<file path="src/rtl/alm_pkg.sv">
package alm_pkg;
  localparam int MIN_W  = 7;
  localparam int HOUR_W = 6;
  localparam int WDAY_W = 3;
  localparam int DAYS   = 7;
  localparam int NALM   = 2;
  localparam int AW     = 3;
  localparam int DW     = 8;
  localparam int REGS_PER_ALM = 3;
  localparam int EN_LSB    = 0;
  localparam int FLAG_LSB  = NALM;
  localparam int ROUTE_LSB = 2 * NALM;
  localparam logic [AW-1:0] CTRL_ADDR = AW'(REGS_PER_ALM * NALM);

  typedef enum logic [1:0] {
    RT_ALL_A      = 2'b00,
    RT_B_TO_PINB  = 2'b01,
    RT_P_TO_PINB  = 2'b10,
    RT_BP_TO_PINB = 2'b11
  } route_e;

  typedef struct packed {
    logic [MIN_W-1:0]  mins;
    logic [HOUR_W-1:0] hrs;
    logic [DAYS-1:0]   days;
  } alarm_cfg_t;

  typedef struct packed {
    logic a_n;
    logic b_n;
  } pins_t;

  function automatic logic day_selected(logic [DAYS-1:0] mask, logic [WDAY_W-1:0] wd);
    logic sel;
    sel = 1'b0;
    for (int i = 0; i < DAYS; i++) begin
      if (wd == WDAY_W'(i) && mask[i]) sel = 1'b1;
    end
    return sel;
  endfunction

  function automatic logic time_equal(alarm_cfg_t c, logic [MIN_W-1:0] m, logic [HOUR_W-1:0] h);
    return (c.mins == m) && (c.hrs == h);
  endfunction

  function automatic pins_t route_pins(route_e rt, logic alm_a, logic alm_b,
                                       logic per_n, logic clk_lvl);
    logic [1:0] r;
    logic low_a, low_b;
    pins_t p;
    r     = rt;
    low_a = alm_a | (alm_b & ~r[0]) | (~per_n & ~r[1]);
    low_b = ~clk_lvl | (alm_b & r[0]) | (~per_n & r[1]);
    p.a_n = ~low_a;
    p.b_n = ~low_b;
    return p;
  endfunction
endpackage

</file>
<file path="src/rtl/alm_cfg_regs.sv">
module alm_cfg_regs
  import alm_pkg::*;
(
  input  logic                  clk,
  input  logic                  rst_n,
  input  logic                  osc_halt,
  input  logic                  wr_en,
  input  logic [AW-1:0]         wr_addr,
  input  logic [DW-1:0]         wr_data,
  output alarm_cfg_t [NALM-1:0] cfg,
  output logic [NALM-1:0]       en_q,
  output logic [NALM-1:0]       en_next,
  output logic [NALM-1:0]       clr_req,
  output route_e                route_q
);
  logic ctrl_wr;
  logic unused_hi_bits;

  assign ctrl_wr        = wr_en && (wr_addr == CTRL_ADDR);
  assign unused_hi_bits = ^wr_data[DW-1:ROUTE_LSB+2];

  always_comb begin
    if (osc_halt)     en_next = '0;
    else if (ctrl_wr) en_next = wr_data[EN_LSB +: NALM];
    else              en_next = en_q;
    clr_req = ctrl_wr ? ~wr_data[FLAG_LSB +: NALM] : '0;
  end

  always_ff @(posedge clk) begin
    if (!rst_n) begin
      en_q    <= '0;
      route_q <= RT_ALL_A;
    end else begin
      en_q <= en_next;
      if (osc_halt)     route_q <= RT_ALL_A;
      else if (ctrl_wr) route_q <= route_e'(wr_data[ROUTE_LSB +: 2]);
    end
  end

  for (genvar k = 0; k < NALM; k++) begin : g_alm_regs
    localparam logic [AW-1:0] BASE = AW'(REGS_PER_ALM * k);
    always_ff @(posedge clk) begin
      if (!rst_n) begin
        cfg[k] <= '0;
      end else if (wr_en) begin
        if (wr_addr == BASE)            cfg[k].mins <= wr_data[MIN_W-1:0];
        if (wr_addr == BASE + AW'(1))   cfg[k].hrs  <= wr_data[HOUR_W-1:0];
        if (wr_addr == BASE + AW'(2))   cfg[k].days <= wr_data[DAYS-1:0];
      end
    end
  end
endmodule

</file>
<file path="src/rtl/alm_channel.sv">
module alm_channel
  import alm_pkg::*;
(
  input  logic              clk,
  input  logic              rst_n,
  input  logic              min_tick,
  input  logic [MIN_W-1:0]  cur_min,
  input  logic [HOUR_W-1:0] cur_hour,
  input  logic [WDAY_W-1:0] cur_wday,
  input  alarm_cfg_t        cfg,
  input  logic              en_q,
  input  logic              en_next,
  input  logic              clr_req,
  output logic              hit,
  output logic              flag_q
);
  logic same_time;
  logic day_ok;

  assign same_time = time_equal(cfg, cur_min, cur_hour);
  assign day_ok    = day_selected(cfg.days, cur_wday);
  assign hit       = min_tick & en_q & same_time & day_ok;

  always_ff @(posedge clk) begin
    if (!rst_n) flag_q <= 1'b0;
    else        flag_q <= en_next & (hit | (flag_q & ~clr_req));
  end
endmodule

</file>
<file path="src/rtl/alm_pin_mux.sv">
module alm_pin_mux
  import alm_pkg::*;
(
  input  route_e          route,
  input  logic [NALM-1:0] flags,
  input  logic            per_irq_n,
  input  logic            clk32k,
  output logic            pin_a_n,
  output logic            pin_b_n
);
  pins_t p;
  assign p       = route_pins(route, flags[0], flags[1], per_irq_n, clk32k);
  assign pin_a_n = p.a_n;
  assign pin_b_n = p.b_n;
endmodule

</file>
<file path="src/rtl/alm_dual_cmp.sv">
module alm_dual_cmp
  import alm_pkg::*;
(
  input  logic              clk,
  input  logic              rst_n,
  input  logic              osc_halt,
  input  logic              wr_en,
  input  logic [AW-1:0]     wr_addr,
  input  logic [DW-1:0]     wr_data,
  input  logic              min_tick,
  input  logic [MIN_W-1:0]  cur_min,
  input  logic [HOUR_W-1:0] cur_hour,
  input  logic [WDAY_W-1:0] cur_wday,
  input  logic              per_irq_n,
  input  logic              clk32k,
  output logic              pin_a_n,
  output logic              pin_b_n,
  output logic              flag_a,
  output logic              flag_b
);
  alarm_cfg_t [NALM-1:0] cfg;
  logic [NALM-1:0]       en_vec;
  logic [NALM-1:0]       en_next;
  logic [NALM-1:0]       clr_req;
  logic [NALM-1:0]       hit_vec;
  logic [NALM-1:0]       flag_vec;
  route_e                route_q;

  alm_cfg_regs u_regs (
    .clk(clk), .rst_n(rst_n), .osc_halt(osc_halt),
    .wr_en(wr_en), .wr_addr(wr_addr), .wr_data(wr_data),
    .cfg(cfg), .en_q(en_vec), .en_next(en_next),
    .clr_req(clr_req), .route_q(route_q)
  );

  for (genvar k = 0; k < NALM; k++) begin : g_chan
    alm_channel u_chan (
      .clk(clk), .rst_n(rst_n), .min_tick(min_tick),
      .cur_min(cur_min), .cur_hour(cur_hour), .cur_wday(cur_wday),
      .cfg(cfg[k]), .en_q(en_vec[k]), .en_next(en_next[k]),
      .clr_req(clr_req[k]), .hit(hit_vec[k]), .flag_q(flag_vec[k])
    );
  end

  alm_pin_mux u_mux (
    .route(route_q), .flags(flag_vec), .per_irq_n(per_irq_n),
    .clk32k(clk32k), .pin_a_n(pin_a_n), .pin_b_n(pin_b_n)
  );

  assign flag_a = flag_vec[0];
  assign flag_b = flag_vec[1];
endmodule

</file>
<file path="config.mk">
export PLATFORM = sky130hd
export DESIGN_NAME = alm_dual_cmp
export DESIGN_NICKNAME = d
export VERILOG_FILES = /design/src/rtl/alm_pkg.sv /design/src/rtl/alm_cfg_regs.sv /design/src/rtl/alm_channel.sv /design/src/rtl/alm_pin_mux.sv /design/src/rtl/alm_dual_cmp.sv
export SDC_FILE = /design/constraint.sdc
export NUM_CORES = 1
export LEC_CHECK = 0
export ABC_AREA = 1
export ABC_CLOCK_PERIOD_IN_PS = 1100
export BUFFER_PORTS_ARGS = -buffer_cell sky130_fd_sc_hd__buf_4
export CORE_MARGIN = 1.5
export CORE_UTILIZATION = 48
export CTS_CLUSTER_DIAMETER = 100
export DETAILED_ROUTE_END_ITERATION = 8
export GPL_ROUTABILITY_DRIVEN = 1
export PLACE_DENSITY = 0.69
export SLEW_MARGIN = 10
export SYNTH_ARGS = -nofsm -noshare
export SYNTH_HDL_FRONTEND = slang
export SYNTH_SLANG_ARGS = --single-unit
</file>
<file path="constraint.sdc">
create_clock -name clk -period 1.1 [get_ports clk]
set_input_delay 0.055 -clock clk [delete_from_list [all_inputs] [get_ports clk]]
set_output_delay 0.055 -clock clk [all_outputs]
set_load 0.02 [all_outputs]
</file>
==> results of run 1 <==
[logic make-up after synthesis]
logic type / after synthesis
flip-flops: 46
buffers and inverters: 67
AO/OA/AOI/OAI: 74
AND/OR/NAND/NOR: 177
XOR/XNOR: 4
[worst max path at each step]
stage,to,from,cells after the start,slack [ps]
4_1_cts,g_chan[1].u_chan.flag_q,u_regs.cfg[34],8,5
3_3_place_gp,g_chan[0].u_chan.flag_q,u_regs.cfg[14],8,30
5_1_grt,g_chan[0].u_chan.flag_q,u_regs.cfg[12],8,-70
2_1_floorplan,pin_a_n,g_chan[1].u_chan.flag_q,1,60
3_5_place_dp,u_regs.cfg[9],wr_addr[2],7,20
6_report,g_chan[0].u_chan.flag_q,u_regs.cfg[11],8,30
[cell type report]
class | instances | area, µm² | share of cell area, %
clock buffer | 8 | 110 | 3.93
tap | 54 | 67.6 | 2.41
multi-input combinational | 255 | 1150 | 41.1
timing repair buffer | 42 | 315 | 11.2
inverter | 58 | 218 | 7.77
sequential | 46 | 940 | 33.5
[through the flow]
stage | util (%) | setup slack (ps) | instance area (µm²)
2_1_floorplan | - | 64.9 | 2320
5_1_grt | 59.7 | -67.4 | 2800
3_5_place_dp | 56.4 | 22.0 | 2650
3_3_place_gp | 56.4 | 32.8 | 2650
4_1_cts | 58.9 | 5.01 | 2760
6_report | 59.7 | 27.9 | 2800
[cell usage in the layout (no fill, tap or decap)]
cell type,count
a211oi_2,1
a21oi_1,26
a21oi_2,1
buf_4,42
clkbuf_8,8
dfxtp_1,31
dfxtp_2,15
inv_1,52
inv_2,6
nand2_1,86
nand2_2,1
nand3_1,7
nand3_2,1
nand3b_1,1
nand4_1,8
nor2_1,64
nor2_2,7
nor2_4,1
o21a_1,1
o21ai_0,45
or2_1,1
xnor2_1,4
[metal layers]
layer / vias to the layer above / wire, µm / GRT usage [%]
li1: 1226 / - / -
met1: 972 / 2740 / 32.2
met2: 54 / 2510 / 34.8
met3: 6 / 275 / 4.14
met4: 0 / 57 / 5.03
met5: - / 0 / 0
[power by group]
part	switching, mW	total [mW]	internal [mW]	leakage, nW
Sequential	0.0274	1.75	1.72	0.381
Combinational	0.271	0.463	0.192	0.901
Clock	0.562	1.20	0.635	0.0575
Total	0.861	3.41	2.55	1.34
[timing repair]
action	4_1_cts	5_1_grt
gates resized for setup	2	25
pin swaps	0	8
endpoints found under the setup margin	1	4
[flip-flops by register name, indices dropped and copies added (netlist names)]
| register | flops |
|---|---|
| g_chan.u_chan.flag_q | 2 |
| u_regs.route_q | 2 |
| u_regs.cfg | 40 |
| u_regs.en_q | 2 |
[worst register-to-register path, cell delays in order (launching register included)]
cell and delay [ps]:
dfxtp_2 330, inv_1 40, nand2_1 60, nand2_1 50, nor2_1 90, nand2_1 80, nor2_2 150, nand3_2 100
a21oi_1 120
==> reports/results.ini, run 1 <==
[status]
status = complete, no violations

[critical_path]
cp_common_cell = nand2_1
critPathTopFamily = simple AND/OR/NAND/NOR gates
r2r_cells = 8
max_stage_delay_ps = 330
crit_chain = inv_1 -> nand2_1 -> nand2_1 -> nor2_1 -> nand2_1 -> nor2_2 -> nand3_2 -> a21oi_1
critPathArrivalTime_ps = 1310
critPathRequiredTime_ps = 1330
r2r-start = u_regs.cfg[11]
critical_path_class = reg -> reg
crit_path_top_delay_cell = dfxtp_2
cp-end-kind = register
r2r_slack_ps = 30
cp_num_buf_inv = 1
start_kind = register
critPathMaxFanout = 2
r2r_end = g_chan[0].u_chan.flag_q

[sta]
rsz0062_at_grt = true
fmax_mhz = 933
worstMarginPinSlew_ps = 348
slew_headroom_pct = 76.8
setup-violations-final = 0
timing_hold_violations_final = 0
tns_ps = 0
fin_crit_sh_pct = 97.5
holdWs_ps = 31.5
finClkSkew_ps = 7.10
slew_violations = 0
finalWorstPathRequiredPeriod_ps = 1070

[min_path]
hold_end = u_regs.cfg[26]
hold_depth = 3
hold_path_class = in -> reg
hold_path_startpoint = wr_data[6]

[clock_network]
cts_buffers = 5
clk_pin_slew_worst_paths_ps = 90
cts_sinks = 46
clk_latency_ps = 300
ctsHoldBuffers = 0
ctsHtreeMaxLevel = 2
cts_buffer_depth = 2
cts_tree = yes
cts_root_buf = clkbuf_8
postCtsSetupBuffers = 0

[yosys]
seq_area_frac_synth_pct = 39.6
synthArstFlopShare_pct = 0
synthTopCellsByArea = dfxtp_1, nand2_1, nor2_1
synthAdderAreaFrac_pct = 0
yosys_most_used_dff = dfxtp_1
yosys.area_share.simple_pct = 30.8
synth_common_cells = nand2_1, nor2_1, inv_1, dfxtp_1, o21ai_0
synth_mux_area_share_pct = 0
synth_top_family_by_area = simple AND/OR/NAND/NOR gates
synth_edf_count = 0
synth_cell_type_count = 20
synth_area_per_cell_um2 = 6.31
syn_area_um2 = 2320
syn_inst = 368
yosysMostFrequentCell = nand2_1
synth_compound_area_share_pct = 16.2
synth-xor-area-share_pct = 1.51
yosysTopAreaCellShare_pct = 39.6
syn_nets = 402
ys_seq_elements = 46
ys_warn_count = 0
yosys.area.top_type = dfxtp_1

[drt]
dr.pass1.iters = 4
ant_nets = 0
routedWlPerCell_um = 12.0
wirelength_um = 5580
viasPerCell = 4.88
drtIter0Drc = 105
post-route-drc-count = 0
vias = 2258

[placement]
routabilityCongestion = 0.816
io_buffers = 36
dp_hpwl_um = 3960
dp.cells = 455

[power_and_ir_drop]
vdd_drop_max_mv = 0.625
fin_total_pwr_mw = 3.41
p_leak_nw = 1.34
powerDensity_nw_per_um2 = 1220

[grt]
overflow = 0
grt_pass1_vias = 1896
grt_pass1_wl_um = 9070
grtUsageTotal_pct = 22.4
grt_max_degree = 25
antenna_found_initial = 0

[floorplanning]
io_pins = 38
die_w_um = 72.6
design.core.area_um2 = 4690
die_area_um2 = 5270
num_rows = 25
fp.dieH_um = 72.6
initial_core_util_pct = 49.5

[layout]
n_antenna_cell = 0
layout.cells.non_filler = 463
fill_cells = 477
syn_to_final_growth_pct = 20.6
nets = 442
layout-drive-gt1-share_pct = 20.3

[job]
drv_cap = 0

Power figures use the tool's default switching activity.
==> run 2: changes to the inputs <==
Settings changed: ABC_AREA 1 to not set.
==> run 2 against run 1 <==
Effect of this change:
- the flow now finishes with violations (setup timing)
- power shrank 7.0%
- critical path depth shrank 4
- fmax shrank 19%
- synthesized area shrank 0.59%
- routed wire length shrank 6.2%
- first-iteration DRC count shrank 17%
- global-route usage shrank 1.4 points
- final cell count shrank 30%
- combinational power grew 2%
- critical endpoint is now g_chan[1].u_chan.flag_q
- largest power group unchanged
==> reports/results.ini, run 2 <==
[status]
status = finished with violations
violations = setup timing

[yosys]
yosysMostFrequentCell = mux2i_1
syn_inst = 223
synthArstFlopShare_pct = 0
yosys.area.top_type = dfxtp_1
yosys_most_used_dff = dfxtp_1
ys_seq_elements = 46
ys_warn_count = 0
yosysTopAreaCellShare_pct = 39.9
syn_nets = 257
synth_area_per_cell_um2 = 10.4
synth_edf_count = 0
seq_area_frac_synth_pct = 39.9
synth_common_cells = mux2i_1, dfxtp_1, nor2b_1, xnor2_1, xor2_1
syn_area_um2 = 2310
synth_cell_type_count = 37
synthTopCellsByArea = dfxtp_1, mux2i_1, nor2b_1

[clock_network]
clk_pin_slew_worst_paths_ps = 80
cts_tree = yes
ctsHoldBuffers = 0
ctsHtreeMaxLevel = 2
cts_root_buf = clkbuf_8
cts_sinks = 46
cts_buffer_depth = 2
postCtsSetupBuffers = 0
cts_buffers = 5
clk_latency_ps = 290

[layout]
syn_to_final_growth_pct = 24.9
final_cell_mix = mux2i_1, buf_4, nor2b_1
layout-drive-gt1-share_pct = 30.7
largest_reg_flops = 40
nets = 304
n_antenna_cell = 0
utilization_pct = 61.5
design_area_um2 = 2890
top_register = u_regs.cfg
mostFrequentLayoutCell = mux2i_1

[critical_path]
critPathMaxFanout = 2
start_kind = register
crit_path_top_delay_cell = or4_4
r2r_end = g_chan[1].u_chan.flag_q
critPathRequiredTime_ps = 1340
cp-end-kind = register
max_stage_delay_ps = 560
critPathArrivalTime_ps = 1570
critPathTopFamily = simple AND/OR/NAND/NOR gates
r2r_slack_ps = -230
critical_path_class = reg -> reg
cp_num_buf_inv = 0
crit_chain = xnor2_2 -> nand4_1 -> or4_4 -> o21ai_2
r2r_cells = 4
r2r-start = u_regs.cfg[39]

[sta]
setup-violations-final = 4
fmax_mhz = 751
slew_violations = 0
holdWs_ps = 62.3
finalWorstPathRequiredPeriod_ps = 1330
worstMarginPinSlew_ps = 348
fin_ws_ps = -231
timing_hold_violations_final = 0
slew_headroom_pct = 76.8
fin_crit_sh_pct = 121
tns_ps = -338
finClkSkew_ps = 6.71
rsz0062_at_grt = true

[min_path]
hold_path_startpoint = wr_data[6]
hold_path_class = in -> reg
hold_end = u_regs.cfg[39]
hold_depth = 3

[floorplanning]
fp.dieH_um = 72.4
design.core.area_um2 = 4690
num_rows = 25
die_area_um2 = 5240
initial_core_util_pct = 49.2
die_w_um = 72.4
io_pins = 38

[drt]
ant_nets = 0
post-route-drc-count = 0
drtIter0Drc = 87
wirelength_um = 5230
routedWlPerCell_um = 16.1
dr.pass1.iters = 4
viasPerCell = 5.16
vias = 1672

[grt]
grtUsageTotal_pct = 21.0
overflow = 0
grt_pass1_vias = 1554
antenna_found_initial = 0
grt_max_degree = 42
grt_pass1_wl_um = 8180

[placement]
place_area_um2 = 2770
dp_hpwl_um = 3780
routabilityCongestion = 0.804
dp_slack_ps = -246
io_buffers = 36

[power_and_ir_drop]
powerDensity_nw_per_um2 = 1100
p_leak_nw = 1.18
vdd_drop_max_mv = 0.442

[job]
drv_cap = 0

==> run 2: changes by cell type after synthesis, sizes merged, moves of 12 or more <==
cell and delta:
nand2 -82, nor2 -68, inv -55, mux2i +47
nor2b +44, o21ai -43, a21oi -26, xor2 +12
==> run 2: per-layer routing <==
layer / part of all wire, % / global-route usage [%] / vias up
li1: - / - / 853
met1: 50 / 29.5 / 790
met2: 46 / 32.7 / 22
met3: 2.9 / 3.89 / 7
met4: 0.92 / 6.29 / 0
met5: 0 / 0 / -
==> run 2: worst max path at each step <==
stage                   startpoint                       to  slack (ps)  cells past startpoint
finish              u_regs.cfg[39]  g_chan[1].u_chan.flag_q        -230                      4
global route        u_regs.cfg[39]  g_chan[1].u_chan.flag_q        -270                      4
CTS                 u_regs.cfg[39]  g_chan[1].u_chan.flag_q        -210                      4
detailed placement  u_regs.cfg[35]  g_chan[1].u_chan.flag_q        -250                      4
global placement    u_regs.cfg[37]  g_chan[1].u_chan.flag_q        -230                      4
floorplan           u_regs.cfg[29]  g_chan[1].u_chan.flag_q         -90                      4
==> run 2: kinds of logic after synthesis <==
| group | count (synthesis) | synth area share, % |
|---|---|---|
| XOR/XNOR | 25 | 9.48 |
| buffers and inverters | 14 | 3.14 |
| AO/OA/AOI/OAI | 11 | 3.41 |
| AND/OR/NAND/NOR | 77 | 22.3 |
| multiplexers | 50 | 21.8 |
| flip-flops | 46 | 39.9 |
==> run 2: layout make-up <==
class	count	area, µm²
clock buffers	7	76.3
fillers	386	1810
inverters	3	11.3
multi-input cells	163	1350
flip-flops and latches	46	938
well taps	54	67.6
repair buffers	51	445
==> run 2: tightest hold or removal path, delay by kind of cell <==
kind                   cells  cell delay, ps
buffers and inverters      1             110
muxes                      1              60
and+or+nand+nor            1              90
==> run 2: timing repair <==
action	4_1_cts	5_1_grt
pin swaps	12	4
gates resized for setup	11	2
gates cloned	0	0
endpoints found under the setup margin	3	4
==> run 2: where the power goes <==
part | leakage, nW | switching, mW | internal [mW]
Combinational | 0.764 | 0.222 | 0.252
Sequential | 0.379 | 0.0194 | 1.70
Clock | 0.0383 | 0.539 | 0.438
==> run 2: metrics by stage <==
| step | total power [mW] | cells |
|---|---|---|
| 4_1_cts | 3.20 | 324 |
| 2_1_floorplan | 1.99 | 223 |
| 5_1_grt | 3.31 | 324 |
| 3_3_place_gp | 2.22 | 317 |
| 3_5_place_dp | 2.22 | 317 |
| 6_report | 3.17 | 324 |
